===== src/rtl/pwm_pkg.sv =====
package pwm_pkg;

    localparam int DATA_W   = 32;
    localparam int FIELD_W  = 10;
    localparam int MAX_EXP  = 24;
    localparam int EXP_W    = $clog2(MAX_EXP + 1);
    localparam int CC_W     = 4;
    localparam int RAW_W    = CC_W + 1;
    localparam int PRE_W    = MAX_EXP;

    localparam int OFS_CTRL  = 0;
    localparam int OFS_COUNT = 4;

    localparam int B_EN      = 0;
    localparam int B_SEL     = 4;
    localparam int B_HOLD    = 11;
    localparam int B_CCMD    = 15;
    localparam int B_CC_LO   = 16;
    localparam int B_PER_LO  = 16;
    localparam int B_HIGH_LO = 0;

    typedef logic [FIELD_W-1:0] field_t;
    typedef logic [EXP_W-1:0]   exp_t;

    typedef struct packed {
        field_t period;
        field_t high;
        exp_t   shift;
    } timing_t;

    typedef struct packed {
        logic            en;
        logic            sel;
        logic            hold;
        logic [CC_W-1:0] cc;
        logic            ccmd;
    } ctrl_t;

    function automatic exp_t div_exponent(input logic [CC_W-1:0] cc, input logic ccmd);
        logic [RAW_W-1:0] raw;
        raw = {cc, ccmd};
        if (raw > RAW_W'(MAX_EXP))
            return exp_t'(MAX_EXP);
        return exp_t'(raw);
    endfunction

    function automatic logic [DATA_W-1:0] pack_ctrl(input ctrl_t c);
        logic [DATA_W-1:0] w;
        w = '0;
        w[B_EN]               = c.en;
        w[B_SEL]              = c.sel;
        w[B_HOLD]             = c.hold;
        w[B_CCMD]             = c.ccmd;
        w[B_CC_LO +: CC_W]    = c.cc;
        return w;
    endfunction

    function automatic logic [DATA_W-1:0] pack_count(input field_t per, input field_t high);
        logic [DATA_W-1:0] w;
        w = '0;
        w[B_PER_LO +: FIELD_W]  = per;
        w[B_HIGH_LO +: FIELD_W] = high;
        return w;
    endfunction

endpackage


===== src/rtl/pwm_regs.sv =====
module pwm_regs
    import pwm_pkg::*;
#(
    parameter int ADDR_W = 4
) (
    input  logic              clk,
    input  logic              rst,
    input  logic [ADDR_W-1:0] addr,
    input  logic              we,
    input  logic [DATA_W-1:0] wdata,
    input  logic              boundary,
    output logic [DATA_W-1:0] rdata,
    output ctrl_t             ctrl,
    output timing_t           active,
    output logic              running
);

    ctrl_t   ctrl_q;
    field_t  per_q;
    field_t  high_q;
    logic    pend_q;
    timing_t act_q;

    logic hit_ctrl;
    logic hit_count;
    logic wr_ctrl;
    logic wr_count;
    logic apply;

    assign hit_ctrl  = (addr == ADDR_W'(OFS_CTRL));
    assign hit_count = (addr == ADDR_W'(OFS_COUNT));
    assign wr_ctrl   = we && hit_ctrl;
    assign wr_count  = we && hit_count;

    // Generator runs only with a legal (non-zero) active set.
    assign running = ctrl_q.en && (act_q.period != '0) && (act_q.high != '0);

    // Transfer staged set when released and idle or at a period wrap.
    assign apply = pend_q && !ctrl_q.hold && (!running || boundary);

    always_ff @(posedge clk) begin
        if (rst) begin
            ctrl_q <= '0;
            per_q  <= '0;
            high_q <= '0;
            pend_q <= 1'b0;
            act_q  <= '0;
        end else begin
            if (wr_ctrl) begin
                ctrl_q.en   <= wdata[B_EN];
                ctrl_q.sel  <= wdata[B_SEL];
                ctrl_q.hold <= wdata[B_HOLD];
                ctrl_q.ccmd <= wdata[B_CCMD];
                ctrl_q.cc   <= wdata[B_CC_LO +: CC_W];
            end
            if (wr_count) begin
                per_q  <= wdata[B_PER_LO +: FIELD_W];
                high_q <= wdata[B_HIGH_LO +: FIELD_W];
            end
            if (apply) begin
                act_q.period <= per_q;
                act_q.high   <= high_q;
                act_q.shift  <= div_exponent(ctrl_q.cc, ctrl_q.ccmd);
            end
            if (wr_ctrl || wr_count)
                pend_q <= 1'b1;
            else if (apply)
                pend_q <= 1'b0;
        end
    end

    always_comb begin
        rdata = '0;
        if (hit_ctrl)
            rdata = pack_ctrl(ctrl_q);
        else if (hit_count)
            rdata = pack_count(per_q, high_q);
    end

    assign ctrl   = ctrl_q;
    assign active = act_q;

endmodule


===== src/rtl/pwm_prescaler.sv =====
module pwm_prescaler
    import pwm_pkg::*;
(
    input  logic             clk,
    input  logic             rst,
    input  logic             run,
    input  exp_t             shift,
    output logic             tick,
    output logic [PRE_W-1:0] pre_cnt
);

    logic [PRE_W-1:0] cnt_q;
    logic [PRE_W-1:0] limit;

    // 2^shift - 1; a shift equal to the width yields all ones.
    assign limit = ~({PRE_W{1'b1}} << shift);
    assign tick  = run && (cnt_q == limit);

    always_ff @(posedge clk) begin
        if (rst || !run)
            cnt_q <= '0;
        else if (tick)
            cnt_q <= '0;
        else
            cnt_q <= cnt_q + 1'b1;
    end

    assign pre_cnt = cnt_q;

endmodule


===== src/rtl/pwm_wave.sv =====
module pwm_wave
    import pwm_pkg::*;
(
    input  logic   clk,
    input  logic   rst,
    input  logic   run,
    input  logic   tick,
    input  field_t period,
    input  field_t high,
    output field_t cnt,
    output logic   boundary,
    output logic   wave
);

    field_t cnt_q;
    field_t last;

    assign last     = field_t'(period - field_t'(1));
    assign boundary = tick && (cnt_q == last);

    always_ff @(posedge clk) begin
        if (rst || !run)
            cnt_q <= '0;
        else if (boundary)
            cnt_q <= '0;
        else if (tick)
            cnt_q <= cnt_q + 1'b1;
    end

    assign wave = run && (cnt_q < high);
    assign cnt  = cnt_q;

endmodule


===== src/rtl/pwm_timer.sv =====
module pwm_timer
    import pwm_pkg::*;
#(
    parameter int ADDR_W = 4
) (
    input  logic              clk,
    input  logic              rst,
    input  logic [ADDR_W-1:0] reg_addr,
    input  logic              reg_we,
    input  logic [31:0]       reg_wdata,
    output logic [31:0]       reg_rdata,
    output logic              pwm_out
);

    ctrl_t            ctrl_w;
    timing_t          act_w;
    logic             run_w;
    logic             tick_w;
    logic             bnd_w;
    logic             en_w;
    logic             hold_w;
    field_t           cnt_w;
    logic [PRE_W-1:0] pre_w;

    pwm_regs #(.ADDR_W(ADDR_W)) regs_i (
        .clk      (clk),
        .rst      (rst),
        .addr     (reg_addr),
        .we       (reg_we),
        .wdata    (reg_wdata),
        .boundary (bnd_w),
        .rdata    (reg_rdata),
        .ctrl     (ctrl_w),
        .active   (act_w),
        .running  (run_w)
    );

    pwm_prescaler pre_i (
        .clk     (clk),
        .rst     (rst),
        .run     (run_w),
        .shift   (act_w.shift),
        .tick    (tick_w),
        .pre_cnt (pre_w)
    );

    pwm_wave wave_i (
        .clk      (clk),
        .rst      (rst),
        .run      (run_w),
        .tick     (tick_w),
        .period   (act_w.period),
        .high     (act_w.high),
        .cnt      (cnt_w),
        .boundary (bnd_w),
        .wave     (pwm_out)
    );

    assign en_w   = ctrl_w.en;
    assign hold_w = ctrl_w.hold;

endmodule


===== config.mk =====
export PLATFORM = sky130hd
export DESIGN_NAME = pwm_timer
export DESIGN_NICKNAME = d
export VERILOG_FILES = /design/src/rtl/pwm_pkg.sv /design/src/rtl/pwm_regs.sv /design/src/rtl/pwm_prescaler.sv /design/src/rtl/pwm_wave.sv /design/src/rtl/pwm_timer.sv
export SDC_FILE = /design/constraint.sdc
export NUM_CORES = 1
export LEC_CHECK = 0
export ABC_AREA = 1
export ABC_CLOCK_PERIOD_IN_PS = 5600
export BUFFER_PORTS_ARGS = -buffer_cell sky130_fd_sc_hd__buf_2
export CELL_PAD_IN_SITES_DETAIL_PLACEMENT = 0
export CELL_PAD_IN_SITES_GLOBAL_PLACEMENT = 1
export CORE_AREA = 4 4 116 118
export DETAILED_ROUTE_END_ITERATION = 7
export DIE_AREA = 0 0 120 122
export PLACE_DENSITY_LB_ADDON = 0.1
export SLEW_MARGIN = 20
export SYNTH_ARGS = -nofsm -noshare
export SYNTH_HDL_FRONTEND = slang
export SYNTH_SLANG_ARGS = --single-unit

===== constraint.sdc =====
create_clock -name clk -period 5.6 [get_ports clk]
set_clock_uncertainty 0.05 [all_clocks]
set_input_delay 1.12 -clock clk [delete_from_list [all_inputs] [get_ports clk]]
set_output_delay 1.12 -clock clk [all_outputs]
set_load 0.1 [all_outputs]

---- Yosys cells after proc, flatten, opt, wreduce, memory -nomap -nowiden ----
Index checks and enable logic that the tools add are counted.
storage, ports and cells
  bits in read-only memories .............. 0
  logic and storage cells ................. 52
  flip-flop bits (word level) ............. 88
  memories ................................ 0
  latch bits .............................. 0
  memory bits (writable) .................. 0
cells by class
  magnitude comparators ................... 2
  multipliers ............................. 0
  shifts and indexed selects .............. 1
  div/mod/pow operators ................... 0
  $add $sub $neg .......................... 3
  multiplexer cells ....................... 9
  bitwise logic cells ..................... 1
  eq/ne operators ......................... 3
  reductions and logical operators ........ 20
operators by type and width
  cell                                                                   count
  32-bit 2-to-1 mux                                                      1
  26-bit 2-to-1 mux                                                      1
  24-bit by 1-bit adder with 24-bit output, second input constant        1
  24-bit equality test                                                   1
  24-bit inverter                                                        1
  24-bit by 5-bit left shift with 24-bit output, first input constant    1
  10-bit nonzero test                                                    2
  10-bit by 1-bit adder with 10-bit output, second input constant        1
  10-bit equality test                                                   1
  10-bit < comparator                                                    1
  5-bit 2-to-1 mux                                                       2
  10-bit by 1-bit subtractor with 10-bit output, second input constant   1
  1-bit logical AND                                                      9
  5-bit > comparator, second input constant                              1
  1-bit 2-to-1 mux                                                       5
  4-bit by 3-bit equality test with 1-bit output, second input constant  1
  4-bit zero test                                                        1
  2-bit OR reduction                                                     2
  1-bit logical OR                                                       3
  1-bit zero test                                                        2
  2-bit nonzero test                                                     1

---- Longest topological paths before layout ----
Gate-level depths: netlist of the first run.
  depth in word-level cells ............... 10
  depth in mapped cells ................... 17
  depth with buffers taken out ............ 16

---- Modules after synthesis ----
A second synthesis of the first run with hierarchy kept.
unflattened totals
  cells, all modules ...................... 839
  area, all modules ....................... 5,550.3 µm²
by module, submodules not included
  module         seq. area each (µm²)  cells an instance  instances  area each (µm²)
  pwm_regs       1,081.0               332                1          2,463.6
  pwm_prescaler  480.5                 315                1          1,973.1
  pwm_wave       200.2                 192                1          1,113.6

---- Least setup slack after synthesis of the first run ----
Ideal clock, no wire load.
  path kind ............................... input to output
  from .................................... in reg_addr[1]
  to ...................................... out reg_rdata[0]
  stages .................................. 3
  arrival ................................. 3.140 ns
  setup slack ............................. 1.290 ns
  data required time ...................... 4.430 ns
  path buffers ............................ 0
  path through ............................ nor4_1 -> clkinv_1 -> o22ai_1
on the way
  cells in the longest elaborated chain, start to end .. 3
RTL lines
  what                                            RTL line         source
  start, declared                                 pwm_timer.sv:8   input logic [ADDR_W-1:0] reg_addr,
  4-bit by 3-bit equality test with 1-bit output  pwm_regs.sv:31   assign hit_count = (addr == ADDR_W'(OFS_COUNT));
  26-bit 2-to-1 mux                               pwm_regs.sv:76   else if (hit_count)
  32-bit 2-to-1 mux *                             pwm_regs.sv:74   if (hit_ctrl)
  end, declared                                   pwm_timer.sv:11  output logic [31:0] reg_rdata,
Mark *: on every way between the ends. The rest lies on a longest branch, timed or not.

---- Worst setup path after layout of the first run ----
Ends and elaborated chain as after synthesis.

==> out/summary.txt, run 1 <==
Hold path depth - 2
Largest net degree at the start of global routing - 41
CTS Buffer Depth - 2
Met3 usage - 3.71%
Worst hold path type - reg -> reg
Clock Tree Root - clkbuf_16
Gr usage total - 21.4%
Post-synthesis sequential area ratio - 32.8%
Final Setup Violations - 0
Vias in the first global route - 4,895
Main synth FF type - dfxtp_1
CP required - 4.43 ns
Slew of the pin with the lowest slew margin - 1.04 ns
RSZ-0062 raised after global routing - false
GR peak layer - met1
TritonCTS Buffers - 9
Row count - 41
Number of max-cap violations - 0
Residual DRC count - 0
EDFF count, synth - 0
Crit path DAT - 2.79 ns
Crit path time final - 3.96 ns
Setup WS pre-CTS - 1.64 ns
Met1 Resource Use GR - 33.0%
Vias/cell - 5.16
Max Slew Vio Count - 0
Total congestion overflow - 0
FILL cells - 1,357
Setup bufs post-CTS - 0
Die area - 0.0146 mm2
Cell variety after synth - 41
Hold buffers post-CTS - 0
R2r startpoint - regs_i.active[4]
Antenna-violating nets left - 0
Leak pwr - 2.47 nW
Hold Path Sink - regs_i.pend_q
Critical Path Start - reg_addr[1]
Die width - 120 um
Ys async rst share - 0%
Synth Instances - 833
Routed len/inst - 14.6 um
Most frequent cells in the layout - nand2_1 (188), nor2_1 (102), inv_1 (92)
Clock Latency Late Sink - 0.35 ns
Slowest cell on the critical path - buf_2
Initial antenna violation count - 0
Die H - 122 um
GP Congestion - 0.976
Crit. End Element - primary output
Final Cycle Share - 70.7%
Layout cells sized above 1 - 10.1%
Syn_area_per_cell - 6.44 um2
Core Box Area - 0.0125 mm2
Initial core utilization - 43.1%
Area Overhead vs Synth - 10.6%
Ports - 72
Crit path top cell by count - buf_2
Total number of vias - 5,368
Slew margin rel. - 30.4%
Post-synthesis register bit count - 88
CP max FO - 21
Synthesized cell area - 0.00537 mm2
TritonRoute pass-1 iters - 5
Post-layout util - 47.6%
Crit-path max cell delay - 0.48 ns
IO Port Bufs - 51
Initial DRC count - 512
Flop2flop setup slack - 2.32 ns
Setup TNS - 0 ns
Final wirelength - 15.2 mm
CTS tree - built
Setup Crit Path Kind - in -> out
GR Util met2 - 29.3%
Critical path launch point type - input port
Most common cell after layout, fill and taps aside - nand2_1
Crit-path cells - buf_2 > nor3_1 > nand2_1 > o22ai_1 > buf_2
First-pass GRT wire length - 25.0 mm
Hpwl dp - 11.7 mm
Pwr dens - 223 mW/mm2
Fmax - 253 MHz
Antenna cells - 0
Peak VDD IR - 132 uV
Hold Crit Start - regs_i.pend_q
Worst reg-to-reg path cell count - 11
Yosys warning count - 0
Reg clk slew, reported paths - 0.07 ns
# nets final - 915
Sink Count - 88
Endpoints failing hold - 0
Outcome - finished clean
Min setup slack post-route - 1.64 ns
H-Tree Depth - 3
R2R Path End - pre_i.pre_cnt[21]
Post_cts resized - 0
-- cells in the mapped netlist, drive strengths merged (3+ instances only) --
master  count  area, um2
nor3       19        105
xor2       23        201
dfxtp      88       1760
inv        97        367
clkbuf     18       67.6
xnor2       5       43.8
nor2      107        417
nor4        8       50.1
or2         5       31.3
o21ai      42        214
nand3b      3       22.5
o22ai       6       37.5
buf        22        170
nand3      73        370
a21oi      77        389
nand2     191        734
nand4      23        144
nor3b       4       30.0
ha         12        150
-- report_power, final --
part           switching (mW)  internal, mW
combinational          0.0649        0.0175
sequential            0.00421         0.631
clock                   0.262         0.346
-- cell type report --
| type | instances | area, um2 | share of cell area [%] |
|---|---|---|---|
| inverter | 99 | 374 | 6.30 |
| clock buffer | 9 | 225 | 3.79 |
| multi-input combinational | 615 | 3040 | 51.1 |
| timing repair buffer | 51 | 255 | 4.30 |
| clock inverter | 6 | 70.1 | 1.18 |
| sequential | 88 | 1760 | 29.7 |
| tap | 172 | 215 | 3.62 |
-- flip-flops by register name, indices dropped and copies added (netlist names) --
name / flops
regs_i.per_q: 10
pre_i.pre_cnt: 24
regs_i.ctrl: 8
wave_i.cnt: 10
regs_i.pend_q: 1
regs_i.active: 25
regs_i.high_q: 10
-- worst max-delay path, delay by kind of cell --
family,cells,cell delay (ns)
AO/OA/AOI/OAI,1,0.39
buffers and inverters,2,0.58
AND/OR/NAND/NOR,2,0.69
-- cell families (layout without fill, tap and decap cells) --
| group | count (synthesis) | count (layout) | share of synthesized area, % |
|---|---|---|---|
| and+or+nand+nor | 436 | 436 | 35.8 |
| buffers and inverters | 139 | 165 | 11.4 |
| AOI/OAI and AO/OA | 129 | 129 | 12.5 |
| DFF | 88 | 88 | 32.8 |
| xor gates and xnor gates | 28 | 28 | 4.57 |
| adders and majority gates | 12 | 12 | 2.80 |
| other | 1 | 10 | 0.0699 |
-- how the worst max path moves through the flow --
stage                     to  slack, ns
6_report        reg_rdata[0]       1.64
5_1_grt        reg_rdata[19]       1.46
4_1_cts         reg_rdata[0]       1.64
3_5_place_dp    reg_rdata[0]       1.64
3_3_place_gp    reg_rdata[0]       1.69
2_1_floorplan   reg_rdata[0]       1.29
-- per-stage QoR --
step	power (mW)	cell area, um2	instances	hold slack, ns
4_1_cts	1.34	5930	1040	0.416
5_1_grt	1.38	5940	1040	0.441
6_report	1.33	5940	1040	0.411
3_3_place_gp	0.731	5640	1025	0.399
2_1_floorplan	0.718	5400	842	0.380
3_5_place_dp	0.731	5640	1025	0.406
-- per-layer routing --
metal	vias up	wire length, um
li1	2761	-
met1	2419	7760
met2	168	6040
met5	-	0
met4	0	222
met3	20	1140
No activity file was read; power rests on OpenSTA's default activity.
==> inputs of run 2 (changes only) <==
--- a/config.mk
+++ b/config.mk
@@ -6,13 +6,13 @@
 export NUM_CORES = 1
 export LEC_CHECK = 0
 export ABC_AREA = 1
-export ABC_CLOCK_PERIOD_IN_PS = 5600
+export ABC_CLOCK_PERIOD_IN_PS = 3550
 export BUFFER_PORTS_ARGS = -buffer_cell sky130_fd_sc_hd__buf_2
 export CELL_PAD_IN_SITES_DETAIL_PLACEMENT = 0
 export CELL_PAD_IN_SITES_GLOBAL_PLACEMENT = 1
-export CORE_AREA = 4 4 116 118
+export CORE_AREA = 4 4 126 128
 export DETAILED_ROUTE_END_ITERATION = 7
-export DIE_AREA = 0 0 120 122
+export DIE_AREA = 0 0 130 132
 export PLACE_DENSITY_LB_ADDON = 0.1
 export SLEW_MARGIN = 20
 export SYNTH_ARGS = -nofsm -noshare
==> constraint.sdc (replaced) <==
create_clock -name clk -period 3.55 [get_ports clk]
set_clock_uncertainty 0.05 [all_clocks]
set_input_delay 0.71 -clock clk [delete_from_list [all_inputs] [get_ports clk]]
set_output_delay 0.71 -clock clk [all_outputs]
set_load 0.1 [all_outputs]
==> out/summary.txt, run 2 (same netlist as run 1, synthesis figures left out) <==
Layout cells sized above 1 - 10.8%
Die area - 0.0172 mm2
Sink Count - 88
TritonCTS Buffers - 9
Setup WS pre-CTS - 0.682 ns
Final Setup Violations - 0
Hold buffers post-CTS - 0
Hold path depth - 2
CP max FO - 7
Final wirelength - 15.8 mm
CTS tree - built
Worst reg-to-reg path cell count - 13
IO Port Bufs - 51
Clock Latency Late Sink - 0.35 ns
Slew margin rel. - 30.2%
Largest net degree at the start of global routing - 41
Total congestion overflow - 0
CP required - 2.79 ns
Max Slew Vio Count - 0
Peak VDD IR - 231 uV
Clock Tree Root - clkbuf_16
Placed inst area - 0.00569 mm2
Initial core utilization - 36.1%
Hpwl dp - 12.3 mm
Critical path launch point type - flop
Crit-path max cell delay - 0.54 ns
Pwr Total - 2.33 mW
Area Overhead vs Synth - 13.1%
Post_cts resized - 0
Die width - 130 um
Antenna-violating nets left - 0
Layout Cells excl Fill - 1,062
CP delay by family, top - flip-flops
Crit. End Element - primary output
Most common cell after layout, fill and taps aside - nand2_1
Initial antenna violation count - 0
Stages on worst setup path - 7
Slew of the pin with the lowest slew margin - 1.05 ns
Most frequent cells in the layout - nand2_1 (188), nor2_1 (102), inv_1 (92)
Crit path time final - 3.08 ns
Cell area after layout - 0.00607 mm2
Initial DRC count - 456
Min setup slack post-route - 0.473 ns
GP Congestion - 0.926
Total number of vias - 5,309
Die H - 132 um
Crit-path cells - ha_1 > a21oi_1 > o21ai_0 > nand2_1 > o2111ai_1 > nor2_1 > buf_2
Pwr dens - 384 mW/mm2
Post-layout util - 40.8%
Slowest cell on the critical path - dfxtp_1
Antenna cells - 0
Placed insts - 1,046
Vias/cell - 5.00
Setup TNS - 0 ns
Ports - 72
Hold WS - 0.408 ns
H-Tree Depth - 3
Routed len/inst - 14.9 um
Fmax - 325 MHz
Endpoints failing hold - 0
Outcome - finished clean
Row count - 45
# nets final - 920
Crit path DAT - 2.32 ns
Final Cycle Share - 86.7%
Leak pwr - 2.54 nW
Core Box Area - 0.0149 mm2
Number of max-cap violations - 0
Residual DRC count - 0
Setup Crit Path Kind - reg -> out
CP Buf/Inv Count - 1
Gr usage total - 19.1%
Number of flip-flops in the largest register - 25
Reg clk slew, reported paths - 0.07 ns
Setup bufs post-CTS - 0
Vias in the first global route - 4,921
RSZ-0062 raised after global routing - false
CTS Buffer Depth - 2
TritonRoute pass-1 iters - 7
Worst hold path type - reg -> reg
First-pass GRT wire length - 26.1 mm
## run 2: changes by cell type in the layout (fill, tap and decap cells not counted), sizes merged
cell and delta:
buf +5, bufinv +3, clkinv -1, clkinvlp -2
clkbuf +1
## run 2: worst paths after layout
check,to,start,slack (ns)
worst max-delay path,pwm_out,wave_i.cnt[5],0.47
worst min-delay path,regs_i.ctrl[6],regs_i.ctrl[6],0.41
worst max register to register,regs_i.pend_q,regs_i.active[3],0.73
worst min register to register,regs_i.ctrl[6],regs_i.ctrl[6],0.41
## run 2: final cells by class
type / instances / area (um2)
clock buffers: 10 / 239
clock inverters: 6 / 138
fillers: 1649 / 8790
inverters: 99 / 374
multi-input cells: 615 / 3030
flip-flops and latches: 88 / 1760
well taps: 188 / 235
repair buffers: 56 / 293
## run 2: tightest hold or removal path, stage by stage (launching register included)
cell and delay, ns:
dfxtp_1 0.30, inv_1 0.06, a21oi_1 0.06
## run 2: metal layers
| metal | vias to the layer above | global-route usage, % | share of wire, % |
|---|---|---|---|
| met1 | 2379 | 30.4 | 53 |
| met2 | 147 | 25.5 | 40 |
| li1 | 2774 | - | - |
| met5 | - | 0 | 0 |
| met3 | 9 | 4.42 | 6.2 |
| met4 | 0 | 4.33 | 0.95 |
## run 2: where the power goes
part           internal (mW)  leakage [nW]  total (mW)  switching, mW
sequential             0.996         0.710        1.00        0.00638
clock                  0.782         0.183        1.20          0.416
combinational         0.0289          1.65       0.132          0.103
total                   1.81          2.54        2.33          0.526
